<file path="src/rtl/alu_pkg.sv">
package alu_pkg;

   typedef enum logic [3:0] {
      OP_AND = 4'b0000,
      OP_XOR = 4'b0001,
      OP_SUB = 4'b0010,
      OP_RSB = 4'b0011,
      OP_ADD = 4'b0100,
      OP_ADC = 4'b0101,
      OP_SBC = 4'b0110,
      OP_RSC = 4'b0111,
      OP_TAND = 4'b1000,
      OP_TXOR = 4'b1001,
      OP_CSUB = 4'b1010,
      OP_CADD = 4'b1011,
      OP_OR  = 4'b1100,
      OP_PASS = 4'b1101,
      OP_CLR = 4'b1110,
      OP_NOT = 4'b1111
   } alu_op_e;

   typedef struct packed {
      logic compare;
      logic arith;
   } op_class_t;

   function automatic op_class_t classify(input alu_op_e op);
      op_class_t k;
      k.compare = (op[3:2] == 2'b10);
      case (op)
         OP_SUB, OP_RSB, OP_ADD, OP_ADC,
         OP_SBC, OP_RSC, OP_CSUB, OP_CADD: k.arith = 1'b1;
         default:                          k.arith = 1'b0;
      endcase
      return k;
   endfunction

endpackage

</file>
<file path="src/rtl/alu_logic_unit.sv">
module alu_logic_unit
   import alu_pkg::*;
#(
   parameter int WIDTH = 32
) (
   input  alu_op_e           op,
   input  logic [WIDTH-1:0]  a,
   input  logic [WIDTH-1:0]  b,
   output logic [WIDTH-1:0]  y
);

   always_comb begin
      case (op)
         OP_AND, OP_TAND: y = a & b;
         OP_XOR, OP_TXOR: y = a ^ b;
         OP_OR:           y = a | b;
         OP_PASS:         y = b;
         OP_CLR:          y = a & ~b;
         OP_NOT:          y = ~b;
         default:         y = '0;
      endcase
   end

   always_comb begin
      if (op == OP_PASS)
         a_r1_pass_is_b: assert (y == b);
      if (op == OP_NOT)
         a_r1_not_inverts: assert ((y ^ b) == {WIDTH{1'b1}});
   end

endmodule

</file>
<file path="src/rtl/alu_add_unit.sv">
module alu_add_unit
   import alu_pkg::*;
#(
   parameter int WIDTH        = 32,
   parameter int ADDER_STYLE  = 0
) (
   input  alu_op_e           op,
   input  logic [WIDTH-1:0]  a,
   input  logic [WIDTH-1:0]  b,
   input  logic              c_in,
   output logic [WIDTH-1:0]  sum,
   output logic              c_out,
   output logic              ovf
);

   localparam int MSB = WIDTH - 1;

   logic [WIDTH-1:0] x, z;
   logic             cin;

   // Operand steering: subtraction is x + ~z + carry
   always_comb begin
      case (op)
         OP_SUB, OP_CSUB: begin x = a; z = ~b; cin = 1'b1; end
         OP_RSB:          begin x = b; z = ~a; cin = 1'b1; end
         OP_ADC:          begin x = a; z = b;  cin = c_in; end
         OP_SBC:          begin x = a; z = ~b; cin = c_in; end
         OP_RSC:          begin x = b; z = ~a; cin = c_in; end
         default:         begin x = a; z = b;  cin = 1'b0; end
      endcase
   end

   generate
      if (ADDER_STYLE == 0) begin : g_behav
         logic [WIDTH:0] wide;
         assign wide  = {1'b0, x} + {1'b0, z} + {{WIDTH{1'b0}}, cin};
         assign sum   = wide[MSB:0];
         assign c_out = wide[WIDTH];
         assign ovf   = (x[MSB] == z[MSB]) && (sum[MSB] != x[MSB]);
      end else begin : g_ripple
         logic [WIDTH:0] cc;
         assign cc[0] = cin;
         for (genvar i = 0; i < WIDTH; i++) begin : g_bit
            assign sum[i]  = x[i] ^ z[i] ^ cc[i];
            assign cc[i+1] = (x[i] & z[i]) | (cc[i] & (x[i] ^ z[i]));
         end
         assign c_out = cc[WIDTH];
         assign ovf   = cc[WIDTH] ^ cc[MSB];
      end
   endgenerate

   always_comb begin
      if ((op == OP_ADD) && !a[MSB] && !b[MSB])
         a_r7_pos_add_no_carry: assert (!c_out);
   end

endmodule

</file>
<file path="src/rtl/alu_flag_unit.sv">
module alu_flag_unit #(
   parameter int WIDTH = 32
) (
   input  logic [WIDTH-1:0] res,
   input  logic             update,
   input  logic             arith,
   input  logic             add_carry,
   input  logic             add_ovf,
   input  logic             shift_carry,
   input  logic             n_in,
   input  logic             z_in,
   input  logic             c_in,
   input  logic             v_in,
   output logic             n_out,
   output logic             z_out,
   output logic             c_out,
   output logic             v_out
);

   always_comb begin
      n_out = n_in;
      z_out = z_in;
      c_out = c_in;
      v_out = v_in;
      if (update) begin
         n_out = res[WIDTH-1];
         z_out = (res == '0);
         c_out = arith ? add_carry : shift_carry;
         if (arith)
            v_out = add_ovf;
      end
   end

   always_comb begin
      if (update && !arith)
         a_r8_logic_keeps_v: assert (v_out == v_in);
      if (!update)
         a_r9_hold_flags: assert ({n_out, z_out, c_out, v_out} == {n_in, z_in, c_in, v_in});
   end

endmodule

</file>
<file path="src/rtl/flag_alu.sv">
module flag_alu
   import alu_pkg::*;
#(
   parameter int WIDTH       = 32,
   parameter int ADDER_STYLE = 0
) (
   input  logic [3:0]        op_code,
   input  logic [WIDTH-1:0]  opnd_a,
   input  logic [WIDTH-1:0]  opnd_b,
   input  logic              flag_n_in,
   input  logic              flag_z_in,
   input  logic              flag_c_in,
   input  logic              flag_v_in,
   input  logic              shift_carry,
   input  logic              set_flags,
   output logic [WIDTH-1:0]  result,
   output logic              result_we,
   output logic              flag_n_out,
   output logic              flag_z_out,
   output logic              flag_c_out,
   output logic              flag_v_out
);

   generate
      if (WIDTH < 2) begin : g_bad_width
         $error("flag_alu: WIDTH must be at least 2");
      end
      if (ADDER_STYLE != 0 && ADDER_STYLE != 1) begin : g_bad_style
         $error("flag_alu: ADDER_STYLE must be 0 or 1");
      end
   endgenerate

   alu_op_e          op;
   op_class_t        kind;
   logic [WIDTH-1:0] logic_y, add_y;
   logic             add_c, add_v, upd;

   assign op   = alu_op_e'(op_code);
   assign kind = classify(op);
   assign upd  = set_flags | kind.compare;

   alu_logic_unit #(.WIDTH(WIDTH)) u_logic (
      .op (op),
      .a  (opnd_a),
      .b  (opnd_b),
      .y  (logic_y)
   );

   alu_add_unit #(.WIDTH(WIDTH), .ADDER_STYLE(ADDER_STYLE)) u_add (
      .op    (op),
      .a     (opnd_a),
      .b     (opnd_b),
      .c_in  (flag_c_in),
      .sum   (add_y),
      .c_out (add_c),
      .ovf   (add_v)
   );

   assign result    = kind.arith ? add_y : logic_y;
   assign result_we = ~kind.compare;

   alu_flag_unit #(.WIDTH(WIDTH)) u_flags (
      .res         (result),
      .update      (upd),
      .arith       (kind.arith),
      .add_carry   (add_c),
      .add_ovf     (add_v),
      .shift_carry (shift_carry),
      .n_in        (flag_n_in),
      .z_in        (flag_z_in),
      .c_in        (flag_c_in),
      .v_in        (flag_v_in),
      .n_out       (flag_n_out),
      .z_out       (flag_z_out),
      .c_out       (flag_c_out),
      .v_out       (flag_v_out)
   );

   always_comb begin
      if (op_code[3:2] == 2'b10) begin
         a_r4_compare_no_write: assert (!result_we);
         a_r5_compare_sets_n: assert (flag_n_out == result[WIDTH-1]);
      end
      if (upd)
         a_r5_zero_flag: assert (flag_z_out == (result == '0));
   end

endmodule

</file>
<file path="config.mk">
export PLATFORM = sky130hd
export DESIGN_NAME = flag_alu
export DESIGN_NICKNAME = d
export VERILOG_FILES = /design/src/rtl/alu_pkg.sv /design/src/rtl/alu_logic_unit.sv /design/src/rtl/alu_add_unit.sv /design/src/rtl/alu_flag_unit.sv /design/src/rtl/flag_alu.sv
export SDC_FILE = /design/constraint.sdc
export NUM_CORES = 1
export LEC_CHECK = 0
export BUFFER_PORTS_ARGS = -buffer_cell sky130_fd_sc_hd__buf_2
export CAP_MARGIN = 10
export CORE_UTILIZATION = 44
export DETAILED_ROUTE_END_ITERATION = 8
export GPL_TIMING_DRIVEN = 0
export MAX_ROUTING_LAYER = met4
export PLACE_DENSITY = 0.67
export SYNTH_ARGS = -nofsm -noshare
export SYNTH_HDL_FRONTEND = slang
export SYNTH_SLANG_ARGS = --single-unit
</file>
<file path="constraint.sdc">
create_clock -name vclk -period 7.2
set_input_delay 0.72 -clock vclk [all_inputs]
set_output_delay 0.72 -clock vclk [all_outputs]
set_load 0.02 [all_outputs]
</file>
Word level (Yosys, flattened, before mapping)
Memory sizes are Yosys's and may differ from the RTL's. Cells that the tools add are included.

Memories kept: 1. Bits of input ports: 74. Output and inout port bits: 37. Bits in read-only memories: 16. Register bits after elaboration: 0.

Memories: (name not given) (depth 16, width 1, read ports 1, clocked after Yosys merged registers in 0, write ports 0, RTL line alu_pkg.sv:30) `case (op)`.

Eq/ne operators: 16. Muxes and demuxes: 11. Reductions and logical operators: 9. Add/subtract/negate cells: 2. Bitwise operators: 8.

Operator list (count): one-hot mux 32 bit (6 select lines) (1); bitwise AND 32 bit (2); 2-to-1 mux 32 bit (2); NOT 32 bit (2); one-hot mux 32 bit (2 select lines) (1); adder 32 x 32 -> 33 bit (1); adder 33 x 1 -> 33 bit (1); logical NOT 32 bit (1); bitwise OR 32 bit (1); XOR 32 bit (1); equality test 4 bit (second input constant) (7); equality test 4 x 3 -> 1 bit (second input constant) (3); OR reduction 3 bit (3); equality test 4 x 2 -> 1 bit (second input constant) (2); 2-to-1 mux 1 bit (6); OR reduction 2 bit (3); equality test 4 x 1 -> 1 bit (second input constant) (1); logical NOT 4 bit (1); equality test 2 bit (second input constant) (1); one-hot mux 1 bit (2 select lines) (1); equality test 1 bit (1); logical AND 1 bit (1); != test 1 bit (1); NOT 1 bit (1); bitwise OR 1 bit (1).

Logic depth before layout (Yosys ltp)
Gate-level depths: netlist of the first run.

Word-level depth: 9. Mapped depth: 22. Depth with buffers taken out: 18.

Cells and area by module
A second synthesis of the first run with hierarchy kept.

Cells, all modules: 732. Area, all modules: 5753.0 µm².

By module, submodules not included: alu_add_unit (area each 2548.7 µm², times used 1, cells an instance 379); alu_logic_unit (area each 2519.9 µm², times used 1, cells an instance 294); flag_alu (area each 545.5 µm², times used 1, cells an instance 40); alu_flag_unit (area each 138.9 µm², times used 1, cells an instance 19).

Least setup slack after synthesis of the first run
OpenSTA, ideal clock, no wires.

Path kind: input to output. From: input port op_code[0]. To: output port flag_z_out. Path buffers: 5. Setup slack: 0.069 ns. Stages on the path: 22. Arrival time: 6.411 ns. Data required time: 6.480 ns. Cell sequence: buf_2 > buf_1 > clkbuf_1 > buf_1 > nor3_1 > a21o_1 > clkbuf_1 > nor2_1 > a211oi_1 > fa_1 > inv_1 > fa_1 > a21o_2 > a221o_2 > a2bb2oi_4 > a21oi_1 > a221oi_2 > xor2_1 > o211ai_1 > or4_1 > or4_1 > o31ai_2.

Longest elaborated chain between the ends: 8.

RTL lines: start, declared (RTL line flag_alu.sv:7) `input logic [3:0] op_code,`; equality test 4 x 2 -> 1 bit, or another cell as far along (RTL line alu_add_unit.sv:23) `case (op)`; OR reduction 3 bit (no line) / OR reduction 2 bit (equally long branches); one-hot mux 32 bit (2 select lines) / 2-to-1 mux 32 bit (equally long branches) (RTL line alu_add_unit.sv:23); adder 32 x 32 -> 33 bit (RTL line alu_add_unit.sv:36) `assign wide = {1'b0, x} + {1'b0, z} + {{WIDTH{1'b0}}, cin};`; adder 33 x 1 -> 33 bit (RTL line alu_add_unit.sv:36); 2-to-1 mux 32 bit (*) (RTL line flag_alu.sv:59) `assign result = kind.arith ? add_y : logic_y;`; named net result[26] (RTL line flag_alu.sv:16) `output logic [WIDTH-1:0] result,`; logical NOT 32 bit (*) (RTL line alu_flag_unit.sv:27) `z_out = (res == '0);`; 2-to-1 mux 1 bit (*) (RTL line alu_flag_unit.sv:25) `if (update) begin`; end, declared (RTL line flag_alu.sv:19) `output logic flag_z_out,`.

Mark *: on every way through the listed nets, which the timed path passes. The rest lies on a longest branch.

Worst setup path after layout of the first run
From: input port op_code[0]. To: output port flag_z_out.

Longest elaborated chain between the ends: 8.

RTL lines (RTL line): equality test 4 x 2 -> 1 bit, or another cell as far along (alu_add_unit.sv:23); OR reduction 3 bit (no line) / OR reduction 2 bit (equally long branches); one-hot mux 32 bit (2 select lines) / 2-to-1 mux 32 bit (equally long branches) (alu_add_unit.sv:23); adder 32 x 32 -> 33 bit (alu_add_unit.sv:36); adder 33 x 1 -> 33 bit (alu_add_unit.sv:36); 2-to-1 mux 32 bit (*) (flag_alu.sv:59); logical NOT 32 bit (*) (alu_flag_unit.sv:27); 2-to-1 mux 1 bit (*) (alu_flag_unit.sv:25).

Mark *: on every way between the ends. The rest lies on a longest branch, timed or not.

==> impl_metrics.ini, run 1 <==
[grt]
grt_pass1_wl_um = 33000
antenna_found_initial = 0
grt_pass1_vias = 6191
grt_max_degree = 20
gr-total-overflow = 0
grt_util_all_layers_pct = 36.8

[synth]
synth.area.top_cells = ha_1 (15%), o21ai_0 (13%), nand2_1 (8.6%), a21oi_1 (7.0%), inv_1 (5.1%)
ys_warn_count = 0
synth_top_area_cell = ha_1
yosysSeqAreaShare_pct = 0
synth_cell_types = 72
netlist_area_sq_um = 5120
yosysMostFrequentCell = o21ai_0
syn_avg_cell_area_sq_um = 6.13
syn_nets = 974
ys_top_cells_by_count = o21ai_0 (128), nand2_1 (117), a21oi_1 (72), inv_1 (70), ha_1 (63)
synth.top_cell.area_share_pct = 15.4
synthesis.instances = 835

[placed_design]
dpl.hpwl_um = 16900
dpl_cell_area_sq_um = 5850
port_buffers = 110
routabilityCongestion = 1.05
preCtsSetupSlack_ns = -1.73

[critical_path]
critical_path_class = in2out
cp.arrival_ns = 6.26
cpMaxStageDelayCell = or4_4
crit_path_end_kind = output port
critical_path_peak_fanout = 16
required_ns = 6.48
cp-start-kind = input pin
critPathMaxStageDelay_ns = 0.57
worstPathCellList = buf_2, clkinv_4, clkbuf_8, buf_4, nor2_2, a21o_1, buf_8, nor2_1, a211oi_2, fa_2, inv_1, fa_1, a21o_2, a221o_2, a2bb2oi_4, a21oi_2, a221oi_2, xor2_1, o211ai_1, or4_4, or4_4, o31ai_2, buf_4

[sta]
max_freq_mhz = 143
hold_viol = 0
min_period_over_period_pct = 97.0
maxSlewHeadroom_pct = 29.8
drv_slew = 0
worst_slew_pin_slew_ns = 1.05
rsz0062_at_grt = false
setup_ws_ns = 0.219
setup_viol = 0
post-route-min-period_ns = 6.98

[final_layout]
area_delta_synth_final_pct = 17.0
clkbuf_count = 0
fillers = 1216
layout-drive-gt1-share_pct = 19.0
nets = 1085
seq_cells = 0
final_util_pct = 52.7
regArea_sq_um = 0
multi_input_area_sq_um = 4660
diodes = 0
final_area_sq_um = 5990

[power]
power.share.clock_pct = 0
ir_worst_vdd_mv = 0.0739
p_sw_share_pct = 63.3
power_uw = 735
power_density_nw_per_um2 = 123
share_seq_of_total_power_pct = 0
p_int_uw = 270
p_leak_uw = 0.00279
power_frac_comb_pct = 100.0
power_switching_uw = 465

[route]
routed_wl_um = 21500
drt_iter0_drc = 713
antenna_left = 0
wl_per_cell_um = 19.8
drt_first_pass_iters = 5
drc = 0
vias = 6864
via_per_inst = 6.31

[worst_hold_path]
hp-class = in2out

[die]
rows = 39
dieWidth_um = 110
io_pins = 111
fp.coreArea_sq_um = 11400
start_util_pct = 45.0
dieArea_sq_um = 12100
die_height_um = 110

[status]
status = complete, no violations

[job]
drv_cap = 0
## kinds of logic (layout without fill, tap and decap cells)
family	Yosys count	count (layout)	share of synthesized area, %
AO/OA/AOI/OAI	364	364	46.1
XOR/XNOR	24	24	4.11
adder cells (fa/ha/maj)	65	65	16.2
buffers and inverters	129	238	10.3
multiplexers	5	5	1.03
AND/OR/NAND/NOR	248	248	22.3
## metrics by stage
stage	TNS [ns]	hold WS, ns	std cells
detailed placement	-7.35	1.75	1088
global route	0	1.78	1087
floorplan	0	1.59	835
finish	0	1.75	1087
CTS	0	1.75	1085
global placement	-8.04	1.75	1088
## critical path: cells and delay by family
family          cells  cell delay (ns)
buf+inv             7             1.14
simple gates        4             1.35
xor+xnor            1             0.18
compound gates      9             2.11
fa+ha+maj           2             0.71
## final timing paths
kind	start	endpoint	slack (ns)	cells after the start
setup / recovery	op_code[0]	flag_z_out	0.22	23
hold / removal	flag_z_in	flag_z_out	1.75	4
## power groups by stage
| stage | Clock, uW | Combinational [uW] | Sequential (uW) |
|---|---|---|---|
| final | 0 | 735 | 0 |
| after global routing | 0 | 800 | 0 |
| after CTS | 0 | 711 | 0 |
| after detailed placement | 0 | 700 | 0 |
| after global placement | 0 | 700 | 0 |
| after floorplan | 0 | 488 | 0 |
## layout by cell type, fill, tap and decap left out, types with 16 or more instances in the layout
master    instances
o21ai_0         126
nand2_1         116
nor2_1           44
inv_1            70
clkbuf_1         30
ha_1             63
a21oi_1          69
buf_2           112
nand3_1          16
a21o_1           18
## cell type report
cell class	count	share of cell area, %
inverters	71	4.53
multi-input cells	706	77.8
well taps	143	2.99
repair buffers	115	9.86
plain buffers	52	4.78
## metal layers
metal	GRT usage (%)	routed length (um)
met1	47.7	9150
met2	58.2	9440
met3	2.43	1870
met4	16.9	1060
met5	-	0
## timing repair
item                       in CTS  in global routing
pin swaps                       3                  4
setup endpoints to repair      20                  1
buffers inserted                2                  3
hold buffers                    0                  0
gates cloned                    0                  0
gates resized for setup        29                 19
No activity file was read; power rests on OpenSTA's default activity.
==> run 2, diff against run 1 <==
==> constraint.sdc (replaced) <==
create_clock -name vclk -period 7.2
set_input_delay 1.8 -clock vclk [all_inputs]
set_output_delay 1.8 -clock vclk [all_outputs]
set_load 0.02 [all_outputs]
==> run 2 against run 1 <==
The run now ends with negative setup slack left; worst hold slack better by 2.2 ns; worst setup slack worse by 1.5 ns; first-iteration DRC count grew 27%; fmax decreased by 17%; die area unchanged; cell count is 4.0% higher; via count grew 8.7%; design area rose by 17%; core utilization is 8.9 points higher; flip-flop and latch count unchanged; combinational power grew 23%; largest cell class unchanged.
==> impl_metrics.ini, run 2 (synthesis gave the netlist of run 1 again) <==
[status]
status = complete, but fails checks
violations = negative setup slack

[placed_design]
dpl_cell_area_sq_um = 6010
routabilityCongestion = 0.998
placed_cells = 1088
dpl.hpwl_um = 16600
port_buffers = 110
preCtsSetupSlack_ns = -2.42

[power]
power_switching_uw = 528
p_sw_share_pct = 58.4
power_density_nw_per_um2 = 129
share_seq_of_total_power_pct = 0
p_int_uw = 377
power.share.clock_pct = 0
power_frac_comb_pct = 100.0
ir_worst_vdd_mv = 0.0846
p_leak_uw = 0.00322

[sta]
post-route-min-period_ns = 8.46
max_freq_mhz = 118
setup_viol = 9
rsz0062_at_grt = true
setup_ws_ns = -1.26
worst_slew_pin_slew_ns = 1.02
maxSlewHeadroom_pct = 31.7
min_period_over_period_pct = 117
drv_slew = 0
hold_viol = 0

[route]
wl_per_cell_um = 20.8
antenna_left = 0
drt_first_pass_iters = 9
drc = 0
vias = 7458
via_per_inst = 6.60
drt_iter0_drc = 906
routed_wl_um = 23500

[final_layout]
diodes = 0
regArea_sq_um = 0
area_delta_synth_final_pct = 36.8
fin_cells = 1130
layout_common_cells = nand2_1 (113), o21ai_0 (107), buf_2 (96)
final_area_sq_um = 7000
layout_commonest_cell = nand2_1
seq_cells = 0
nets = 1128
layout-drive-gt1-share_pct = 29.7
clkbuf_count = 0

[grt]
grt_util_met2_pct = 60.3
grt_use_met1_pct = 49.0
antenna_found_initial = 0
grt_pass1_vias = 6608
use_met3_pct = 4.33
gr-total-overflow = 0
top_usage_layer = met2
grt_max_degree = 15
grt_util_all_layers_pct = 38.8
grt_pass1_wl_um = 34900

[critical_path]
cp.arrival_ns = 6.66
cp-start-kind = input pin
critical_path_peak_fanout = 5
cpMaxStageDelayCell = or4_4
worstPathCellList = buf_6, buf_8, buf_12, nor3_4, a21o_4, clkbuf_16, nor2_2, a211oi_2, fa_2, inv_2, fa_2, a21o_2, a221o_2, a2bb2oi_4, a21oi_4, a221oi_2, xnor2_1, a211o_1, or4_1, or4_4, o31ai_4, buf_6
critical_path_class = in2out
worst-path-buf-inv = 6
startpoint = op_code[0]
required_ns = 5.40
critPathMaxStageDelay_ns = 0.55
crit_path_end_kind = output port
cp.depth = 22
path_delay_family = compound AO/OA/AOI/OAI gates
endpoint = flag_z_out

[clock_network]
cts_hold_buf = 0

[die]
start_util_pct = 45.0
fp.coreArea_sq_um = 11400
dieArea_sq_um = 12100
dieWidth_um = 110
die_height_um = 110
io_pins = 111
rows = 39

[job]
drv_cap = 0

[worst_hold_path]
hp-class = in2out
-- run 2: power groups by stage --
stage	clock, uW	combinational, uW	sequential, uW
3_5_place_dp	0	717	0
2_1_floorplan	0	506	0
3_3_place_gp	0	715	0
6_report	0	905	0
4_1_cts	0	805	0
5_1_grt	0	968	0
-- run 2: metal layers --
layer  vias to the layer above  share of wire [%]
li1                       3408                  -
met1                      3412                 41
met2                       521                 43
met3                       117                 10
met4                         0                5.8
met5                         -                  0
-- run 2: worst min-delay path by stage --
stage                          start          to  slack [ns]  depth (start not counted)
final                      flag_z_in  flag_z_out        3.92                          4
after CTS                  flag_z_in  flag_z_out        3.92                          4
after global placement    op_code[3]   result_we        3.91                          3
after detailed placement  op_code[3]   result_we        3.91                          3
after floorplan            flag_z_in  flag_z_out        3.75                          2
after global routing       flag_n_in  flag_n_out        3.96                          3
-- run 2: area by class of cell --
class              count  area, sq um
repair buffers       170         1170
well taps            143          179
fillers             1077         4370
plain buffers         40          392
inverters             71          275
multi-input cells    706         4990
-- run 2: timing repair --
item	in CTS	in global routing
endpoints found under the setup margin	33	20
gates resized for setup	96	69
setup buffers	34	25
endpoints found under the hold margin	0	0
pin swaps	33	30
cloned	3	0
-- run 2: tightest hold or removal path, stage by stage --
cell	delay, ns
buf_2	0.07
nand2_1	0.07
o31ai_4	0.06
buf_6	0.11
-- run 2: per-stage QoR --
step	hold WS (ns)	utilization [%]	TNS (ns)	power, uW
after floorplan	3.75	-	-1.65	506
after global placement	3.91	52.8	-31.44	715
after detailed placement	3.91	52.8	-31.19	717
after CTS	3.92	58.3	-2.30	805
after global routing	3.96	61.6	-5.03	968
final	3.92	61.6	-3.09	905
==> run 3, diff against run 2 <==
- SETUP_SLACK_MARGIN: default -> 0.05
==> run 3 against run 2 <==
Fmax down 0.95%; global-route usage decreased by 0.077 points; the flow still finishes with violations (negative setup slack); count of clock-buffer cells in the layout unchanged.
==> impl_metrics.ini, run 3 (synthesis gave the netlist of run 1 again) <==
[status]
status = complete, but fails checks
violations = negative setup slack

[route]
drt_iter0_drc = 963
wl_per_cell_um = 20.7
routed_wl_um = 23500
antenna_left = 0
vias = 7344
drt_first_pass_iters = 6
drc = 0
via_per_inst = 6.46

[final_layout]
seq_cells = 0
clkbuf_count = 0
layout_commonest_cell = o21ai_0
final_util_pct = 62.2
fillers = 1118
diodes = 0
regArea_sq_um = 0
layout-drive-gt1-share_pct = 29.6
layout_common_cells = o21ai_0 (115), nand2_1 (114), buf_2 (94)
area_delta_synth_final_pct = 38.1
fin_cells = 1137
nets = 1135

[sta]
setup_ws_ns = -1.34
worst_slew_pin_slew_ns = 1.24
hold_viol = 0
maxSlewHeadroom_pct = 17.3
max_freq_mhz = 117
setup_viol = 15
fin_hold_ws_ns = 3.86
post-route-min-period_ns = 8.54
drv_slew = 0
min_period_over_period_pct = 119
rsz0062_at_grt = true

[placed_design]
dpl.hpwl_um = 16600
port_buffers = 110
routabilityCongestion = 0.987
placed_cells = 1088

[power]
ir_worst_vdd_mv = 0.0820
p_leak_uw = 0.00328
power_uw = 912
power_density_nw_per_um2 = 129

[die]
rows = 39
start_util_pct = 45.0
dieArea_sq_um = 12100
dieWidth_um = 110
die_height_um = 110
fp.coreArea_sq_um = 11400
io_pins = 111

[critical_path]
critical_path_class = in2out
required_ns = 5.40
crit_path_end_kind = output port
cp-start-kind = input pin
startpoint = op_code[2]
critical_path_peak_fanout = 4
endpoint = flag_z_out
cp.arrival_ns = 6.74

[grt]
grt_util_all_layers_pct = 38.7
antenna_found_initial = 0
gr-total-overflow = 0
grt_pass1_wl_um = 34800
grt_max_degree = 29
grt_pass1_vias = 6652

[worst_hold_path]
hp-class = in2out

[clock_network]
cts_hold_buf = 0

[job]
drv_cap = 0
[run 3: changes by cell type in the layout (fill, tap and decap cells not counted), moves of 3 or more]
cell,delta
buf_6,+8
clkbuf_2,+3
o21ai_0,+8
o21ai_1,-10
ha_1,+5
ha_2,-5
o21ai_2,+3
[run 3: final cells by class]
cell class	count	area [sq um]	area share [%]
plain buffers	43	419	5.93
inverters	71	272	3.84
multi-input cells	706	5000	70.8
well taps	143	179	2.53
repair buffers	174	1200	16.9
[run 3: repair_timing]
action                     in CTS  in global routing
buffers inserted               51                 22
gates cloned                    2                  1
resized for setup             113                 58
setup endpoints to repair      33                 22
pin swaps                      39                 27
[run 3: critical path: stages]
cell,delay (ns)
buf_8,0.10
and2_4,0.17
clkbuf_16,0.15
nor3_4,0.20
a21o_4,0.16
clkbuf_16,0.13
nor2_4,0.03
a211oi_2,0.18
fa_2,0.26
inv_2,0.05
fa_2,0.37
a21o_4,0.23
a221o_2,0.39
a2bb2oi_4,0.23
a21oi_4,0.11
a221oi_2,0.32
xnor2_1,0.13
a211o_1,0.29
or4_4,0.55
or4_4,0.55
o31ai_4,0.19
buf_6,0.15
[run 3: worst min-delay path by stage]
stage | from | slack (ns) | cells past startpoint | endpoint
4_1_cts | op_code[3] | 3.91 | 3 | result_we
6_report | op_code[3] | 3.86 | 3 | result_we
5_1_grt | op_code[3] | 3.87 | 3 | result_we
3_3_place_gp | op_code[3] | 3.90 | 3 | result_we
3_5_place_dp | op_code[3] | 3.91 | 3 | result_we
2_1_floorplan | flag_z_in | 3.75 | 2 | flag_z_out
[run 3: metrics by stage]
stage	setup slack (ns)	setup TNS [ns]	cell area [sq um]
after floorplan	-1.31	-1.66	5290
after global placement	-2.51	-31.83	6020
after detailed placement	-2.49	-31.85	6020
after CTS	-1.29	-4.02	6840
after global routing	-1.50	-7.18	7070
final	-1.34	-4.52	7070
[run 3: layer usage]
metal,GRT usage [%],part of all wire (%)
met5,-,0
met4,21.6,6.4
met3,5.28,11
met2,59.6,44
met1,48.3,39
[run 3: power by group]
group | switching [uW] | internal (uW) | total (uW)
sequential | 0 | 0 | 0
clock | 0 | 0 | 0
combinational | 529 | 383 | 912
total | 529 | 383 | 912
